==> src/rtl/xpt_pkg.sv <==
package xpt_pkg;

  typedef enum logic [2:0] {
    HOP_NONE,
    HOP_STAGE,
    HOP_COMMIT,
    HOP_CLEAR,
    HOP_MASK
  } host_op_e;

  // Map an address to its register role for a switch with n lanes.
  function automatic host_op_e classify(input int unsigned addr, input int unsigned n);
    if (addr < n)          return HOP_STAGE;
    else if (addr == n)    return HOP_COMMIT;
    else if (addr == n + 1) return HOP_CLEAR;
    else if (addr == n + 2) return HOP_MASK;
    else                   return HOP_NONE;
  endfunction

endpackage

==> src/rtl/xpt_cfg_bank.sv <==
module xpt_cfg_bank #(
  parameter int N     = 17,
  parameter int SEL_W = 5,
  parameter int IDX_W = 5
) (
  input  logic               clk,
  input  logic               rst,
  input  logic               stage_we,
  input  logic [IDX_W-1:0]   stage_idx,
  input  logic [SEL_W-1:0]   stage_val,
  input  logic               commit,
  output logic [N*SEL_W-1:0] pend_flat,
  output logic [N*SEL_W-1:0] act_flat
);

  logic [SEL_W-1:0] pend [N];
  logic [SEL_W-1:0] act  [N];
  logic             val_ok;

  assign val_ok = (int'(stage_val) < N);

  for (genvar o = 0; o < N; o++) begin : g_entry
    always_ff @(posedge clk) begin
      if (rst) begin
        pend[o] <= SEL_W'(o);
        act[o]  <= SEL_W'(o);
      end else begin
        if (stage_we && val_ok && (int'(stage_idx) == o))
          pend[o] <= stage_val;
        if (commit)
          act[o] <= pend[o];
      end
    end
    assign pend_flat[o*SEL_W +: SEL_W] = pend[o];
    assign act_flat[o*SEL_W +: SEL_W]  = act[o];
  end

endmodule

==> src/rtl/xpt_lane_mux.sv <==
module xpt_lane_mux #(
  parameter int N     = 17,
  parameter int SEL_W = 5
) (
  input  logic [N-1:0]       lane_in,
  input  logic [N*SEL_W-1:0] act_flat,
  output logic [N-1:0]       lane_out
);

  localparam int PAD = 1 << SEL_W;

  logic [PAD-1:0] padded;
  assign padded = PAD'(lane_in);

  for (genvar o = 0; o < N; o++) begin : g_out
    assign lane_out[o] = padded[act_flat[o*SEL_W +: SEL_W]];
  end

endmodule

==> src/rtl/xpt_activity_mon.sv <==
module xpt_activity_mon #(
  parameter int N     = 17,
  parameter int LIMIT = 1024
) (
  input  logic         clk,
  input  logic         rst,
  input  logic [N-1:0] lane_in,
  input  logic         clr_en,
  input  logic [N-1:0] clr_bits,
  output logic [N-1:0] status
);

  localparam int CNT_W = $clog2(LIMIT + 1);
  localparam logic [CNT_W-1:0] CNT_TOP  = CNT_W'(LIMIT);
  localparam logic [CNT_W-1:0] CNT_LAST = CNT_W'(LIMIT - 1);

  for (genvar i = 0; i < N; i++) begin : g_lane
    logic [1:0]       sync_q;
    logic             prev_q;
    logic [CNT_W-1:0] quiet_cnt;
    logic             edge_seen;
    logic             hit;

    assign edge_seen = sync_q[1] ^ prev_q;
    assign hit       = !edge_seen && (quiet_cnt == CNT_LAST);

    always_ff @(posedge clk) begin
      if (rst) begin
        sync_q    <= '0;
        prev_q    <= 1'b0;
        quiet_cnt <= '0;
        status[i] <= 1'b0;
      end else begin
        sync_q <= {sync_q[0], lane_in[i]};
        prev_q <= sync_q[1];
        if (edge_seen)
          quiet_cnt <= '0;
        else if (quiet_cnt != CNT_TOP)
          quiet_cnt <= quiet_cnt + 1'b1;
        status[i] <= hit | (status[i] & ~(clr_en & clr_bits[i]));
      end
    end
  end

endmodule

==> src/rtl/xpt_host_port.sv <==
module xpt_host_port
  import xpt_pkg::*;
#(
  parameter int N      = 17,
  parameter int SEL_W  = 5,
  parameter int ADDR_W = 5
) (
  input  logic               clk,
  input  logic               rst,
  input  logic [ADDR_W-1:0]  host_addr,
  input  logic [N-1:0]       host_wdata,
  input  logic               host_wr,
  input  logic               host_rd,
  input  logic [N*SEL_W-1:0] pend_flat,
  input  logic [N-1:0]       status,
  output logic               stage_we,
  output logic               commit,
  output logic               clr_en,
  output logic [N-1:0]       irq_mask,
  output logic [N-1:0]       host_rdata,
  output logic               irq
);

  host_op_e op;
  logic [N-1:0] rd_next;

  assign op       = classify(int'(host_addr), N);
  assign stage_we = host_wr && (op == HOP_STAGE);
  assign commit   = host_wr && (op == HOP_COMMIT);
  assign clr_en   = host_wr && (op == HOP_CLEAR);

  always_comb begin
    rd_next = '0;
    case (op)
      HOP_STAGE: rd_next = N'(pend_flat[host_addr*SEL_W +: SEL_W]);
      HOP_CLEAR: rd_next = status;
      HOP_MASK:  rd_next = irq_mask;
      default:   rd_next = '0;
    endcase
  end

  always_ff @(posedge clk) begin
    if (rst) begin
      irq_mask   <= '0;
      host_rdata <= '0;
      irq        <= 1'b0;
    end else begin
      if (host_wr && (op == HOP_MASK))
        irq_mask <= host_wdata;
      if (host_rd)
        host_rdata <= rd_next;
      irq <= |(status & irq_mask);
    end
  end

endmodule

==> src/rtl/xpt_top.sv <==
module xpt_top #(
  parameter int N_LANES   = 17,
  parameter int LOA_LIMIT = 1024
) (
  input  logic                              clk,
  input  logic                              rst,
  input  logic [N_LANES-1:0]                lane_in,
  output logic [N_LANES-1:0]                lane_out,
  input  logic [$clog2(N_LANES+3)-1:0]      host_addr,
  input  logic [N_LANES-1:0]                host_wdata,
  input  logic                              host_wr,
  input  logic                              host_rd,
  output logic [N_LANES-1:0]                host_rdata,
  output logic                              irq
);

  localparam int SEL_W  = $clog2(N_LANES);
  localparam int ADDR_W = $clog2(N_LANES + 3);

  logic [N_LANES*SEL_W-1:0] pend_flat;
  logic [N_LANES*SEL_W-1:0] act_flat;
  logic [N_LANES-1:0]       loa_status;
  logic [N_LANES-1:0]       irq_mask;
  logic                     stage_we;
  logic                     commit;
  logic                     clr_en;

  xpt_host_port #(.N(N_LANES), .SEL_W(SEL_W), .ADDR_W(ADDR_W)) u_port (
    .clk        (clk),
    .rst        (rst),
    .host_addr  (host_addr),
    .host_wdata (host_wdata),
    .host_wr    (host_wr),
    .host_rd    (host_rd),
    .pend_flat  (pend_flat),
    .status     (loa_status),
    .stage_we   (stage_we),
    .commit     (commit),
    .clr_en     (clr_en),
    .irq_mask   (irq_mask),
    .host_rdata (host_rdata),
    .irq        (irq)
  );

  xpt_cfg_bank #(.N(N_LANES), .SEL_W(SEL_W), .IDX_W(ADDR_W)) u_bank (
    .clk       (clk),
    .rst       (rst),
    .stage_we  (stage_we),
    .stage_idx (host_addr),
    .stage_val (host_wdata[SEL_W-1:0]),
    .commit    (commit),
    .pend_flat (pend_flat),
    .act_flat  (act_flat)
  );

  xpt_lane_mux #(.N(N_LANES), .SEL_W(SEL_W)) u_mux (
    .lane_in  (lane_in),
    .act_flat (act_flat),
    .lane_out (lane_out)
  );

  xpt_activity_mon #(.N(N_LANES), .LIMIT(LOA_LIMIT)) u_mon (
    .clk      (clk),
    .rst      (rst),
    .lane_in  (lane_in),
    .clr_en   (clr_en),
    .clr_bits (host_wdata),
    .status   (loa_status)
  );

endmodule

==> config.mk <==
export PLATFORM = sky130hd
export DESIGN_NAME = xpt_top
export DESIGN_NICKNAME = d
export VERILOG_FILES = /design/src/rtl/xpt_pkg.sv /design/src/rtl/xpt_cfg_bank.sv /design/src/rtl/xpt_lane_mux.sv /design/src/rtl/xpt_activity_mon.sv /design/src/rtl/xpt_host_port.sv /design/src/rtl/xpt_top.sv
export SDC_FILE = /design/constraint.sdc
export NUM_CORES = 1
export LEC_CHECK = 0
export BUFFER_PORTS_ARGS = -buffer_cell sky130_fd_sc_hd__buf_2
export CORE_UTILIZATION = 40
export CTS_BUF_LIST = sky130_fd_sc_hd__clkbuf_4 sky130_fd_sc_hd__clkbuf_8
export DETAILED_ROUTE_END_ITERATION = 7
export HOLD_SLACK_MARGIN = 0.06
export PLACE_DENSITY = 0.61
export SLEW_MARGIN = 20
export SYNTH_ARGS = -nofsm -noshare
export SYNTH_HDL_FRONTEND = slang
export SYNTH_SLANG_ARGS = --single-unit
==> constraint.sdc <==
create_clock -name clk -period 6.6 [get_ports clk]
set_input_delay 0 -clock clk [delete_from_list [all_inputs] [get_ports clk]]
set_output_delay 0 -clock clk [all_outputs]
set_load 0.05 [all_outputs]
==> impl_metrics.env <==
export IMPL_run_status="completed"
export IMPL_ys_seq_area_share_pct=49.8
export IMPL_synth_main_ff_cell="dfxtp_1"
export IMPL_drc=0
export IMPL_grt_first_pass_wirelength_mm=83.1
export IMPL_grt_start_max_net_pins=95
export IMPL_path_class="primary input to register"
export IMPL_required_ps=6870
export IMPL_clk_pin_slew_worst_paths_ps=60
export IMPL_crit_fanout=20
export IMPL_ys_ff_latch=460
export IMPL_wl_per_cell_um=18.3
export IMPL_core_rowCount=85
export IMPL_worstMarginPinSlew_ps=1120
export IMPL_die_x_um=236
export IMPL_core_area_um2=54000
export IMPL_clk_latency_ps=670
export IMPL_peakVddDrop_mv=0.184
export IMPL_track_usage_pct=18.9
export IMPL_die_y_um=236
export IMPL_cp_arrival_ps=3270
export IMPL_skew_ps=46.8
export IMPL_drive_gt1_share_pct=15.9
export IMPL_synthTopCellsByArea="dfxtp_1 (26%), edfxtp_1 (23%), mux4_2 (6.7%), nor2_1 (5.0%), xor2_1 (4.2%)"
export IMPL_grt_use_met3_pct=3.57
export IMPL_maxSlewViolCount=0
export IMPL_grt_use_met2_pct=30.9
export IMPL_final_nets=2199
export IMPL_hold_slack_ps=142
export IMPL_syn_inst=2027
export IMPL_finalHoldViolCount=0
export IMPL_startpoint_type="primary input"
export IMPL_antenna_found_initial=2
export IMPL_dpl_hpwl_mm=35.4
export IMPL_clk_path_buf_depth=3
export IMPL_period_needed_ps=3000
export IMPL_synthArstFlopShare_pct=0
export IMPL_yosysTopAreaCell="dfxtp_1"
export IMPL_finalSetupViolations=0
export IMPL_cts_buffers_inserted=77
export IMPL_hold_path_class="primary input to register"
export IMPL_ant_nets=0
export IMPL_synth_edf_count=170
export IMPL_place_congestion=0.826
export IMPL_grt_pass1_vias=15300
export IMPL_p_leak_nw=9.07
export IMPL_synth_top_area_share_pct=26.5
export IMPL_grt_busiest_layer="met2"
export IMPL_ys_warn_count=0
export IMPL_synth_area_um2=21900
export IMPL_syn_avg_cell_area_um2=10.8
export IMPL_drv_cap=0
export IMPL_maxSlewHeadroom_pct=25.1
export IMPL_use_met1_pct=24.5
export IMPL_fmax_mhz=333
export IMPL_tns_ps=0
export IMPL_io_pins=78
export IMPL_synthDistinctLibCells=59
export IMPL_drt_initial_drc_count=1037
export IMPL_endpoint_kind="register"
export IMPL_syn_nets=2104
export IMPL_tritoncts="built"
export IMPL_wirelength_mm=52.8
export IMPL_finalCritPeriodShare_pct=45.5
export IMPL_cts_htree_levels=3
export IMPL_firstDrtPassIters=5
export IMPL_cts_root_buf="clkbuf_8"
export IMPL_powerDensity_nw_per_um2=250
export IMPL_die_area_um2=55700
export IMPL_num_vias=15400
export IMPL_ctsResizeCount=0
export IMPL_initial_core_util_pct=40.6
export IMPL_port_buffers=77
export IMPL_cts_sinks=460
export IMPL_grt_overflow=0
export IMPL_area_growth_pct=13.2
export IMPL_routed_via_density=5.36
export IMPL_rsz0062_at_grt="false"
-- worst max-delay path: stages --
cell and delay [ps]:
dlygate4sd3_1 530, buf_2 280, o41ai_2 470, nand2_2 180
nor3b_2 920, inv_1 210, o21ai_0 660
-- path summary, 6_finish.rpt --
kind	startpoint	end	slack, ps	depth (start not counted)
max	host_wdata[0]	u_bank.pend[14][0]$_SDFFCE_PN0P_	3600	7
min reg2reg	u_mon.g_lane[14].sync_q[0]$_SDFF_PP0_	u_mon.g_lane[14].sync_q[1]$_SDFF_PP0_	430	1
min	host_wdata[5]	u_port.irq_mask[5]$_SDFFE_PP0P_	140	4
max reg2reg	u_mon.g_lane[2].quiet_cnt[0]$_SDFFE_PP0P_	u_mon.status[2]$_SDFF_PP0_	4600	6
-- power breakdown --
part | switching, mW | leakage (nW) | internal (mW)
sequential | 0.0798 | 4.02 | 3.03
clock | 1.14 | 0.862 | 1.45
combinational | 0.294 | 4.20 | 0.201
-- Yosys cell counts (3+ instances only) --
cell type  instances
nor3_1            13
nor4b_1            7
nand3b_1          15
nor2_1           290
inv_1             37
mux2_2            34
nor2b_1           56
nand2b_1          67
nand4b_1           7
a22oi_1           26
clkbuf_2           3
xnor2_1           62
a31o_2             8
o21ai_0           17
or4_1              5
a221o_1            5
or2_2             10
nand4_1           15
mux4_1            30
xor2_1           105
nor4_1            45
ha_1              34
mux2i_1           37
dfxtp_1          290
buf_4              7
nand3_1          128
or3_1              3
and2_1            58
a21oi_1           54
nand2_1          115
edfxtp_1         170
and3_1            78
mux4_2            65
clkbuf_1          81
buf_2             18
or2_1              4
o21ai_1            3
-- metrics by stage --
| step | total power [mW] | area, um^2 | worst slack, ps | utilization [%] | instances |
|---|---|---|---|---|---|
| 6_report | 6.20 | 24800 | 3600 | 45.9 | 2880 |
| 3_3_place_gp | 3.62 | 22800 | 3760 | 42.2 | 2698 |
| 2_1_floorplan | 3.48 | 21900 | 1990 | - | 2027 |
| 5_1_grt | 6.45 | 24800 | 3460 | 45.9 | 2880 |
| 3_5_place_dp | 3.64 | 22800 | 3610 | 42.2 | 2698 |
| 4_1_cts | 6.27 | 24800 | 3750 | 45.9 | 2878 |
-- cell usage in the layout, fill, tap and decap left out, drive strengths merged, types with 8 or more instances in the layout --
cell,count
and2,58
clkbuf,116
nor2b,56
nor3,13
ha,34
o21ai,20
mux2i,37
or2,14
a31o,8
nor2,291
nand4,15
a21oi,54
nor4,46
nand3,128
nand2,116
nand3b,15
mux2,34
xor2,105
buf,86
dfxtp,290
inv,41
nand2b,67
mux4,95
nor4b,8
a22oi,26
edfxtp,170
xnor2,62
dlygate4sd3,41
clkinv,18
and3,78
-- registers in the layout (all words and copies together) (netlist names) --
register,count
u_mon.status,17
u_port.irq_mask,17
u_bank.pend,85
u_mon.g_lane.quiet_cnt,187
u_port.host_rdata,17
u_bank.act,85
u_mon.g_lane.sync_q,34
u_mon.g_lane.prev_q,17
u_port.irq,1
-- logic make-up after synthesis --
group,Yosys count,share of synthesized area (%)
buf+inv,149,2.85
compound gates,124,3.56
xor+xnor,167,6.67
fa+ha+maj,34,1.94
mux,166,13.7
flops,460,49.8
simple gates,927,21.5
-- routing by layer --
metal,vias to the layer above,wire [um]
met4,0,1480
li1,7396,-
met5,-,0
met1,7477,23300
met3,107,3120
met2,464,24900
-- final cells by class --
cell class | instances | area [um^2]
diodes | 2 | 5.00
clock buffers | 116 | 1450
clock inverters | 23 | 161
fillers | 4981 | 29200
inverters | 38 | 143
multi-input cells | 1418 | 10400
flip-flops and latches | 460 | 10900
well taps | 696 | 871
repair buffers | 127 | 870
-- timing repair --
action	CTS	global route
hold endpoints to repair	179	0
hold buffers	41	0
buffers inserted	0	0
endpoints found under the setup margin	0	0
No activity file was read; power rests on OpenSTA's default activity.
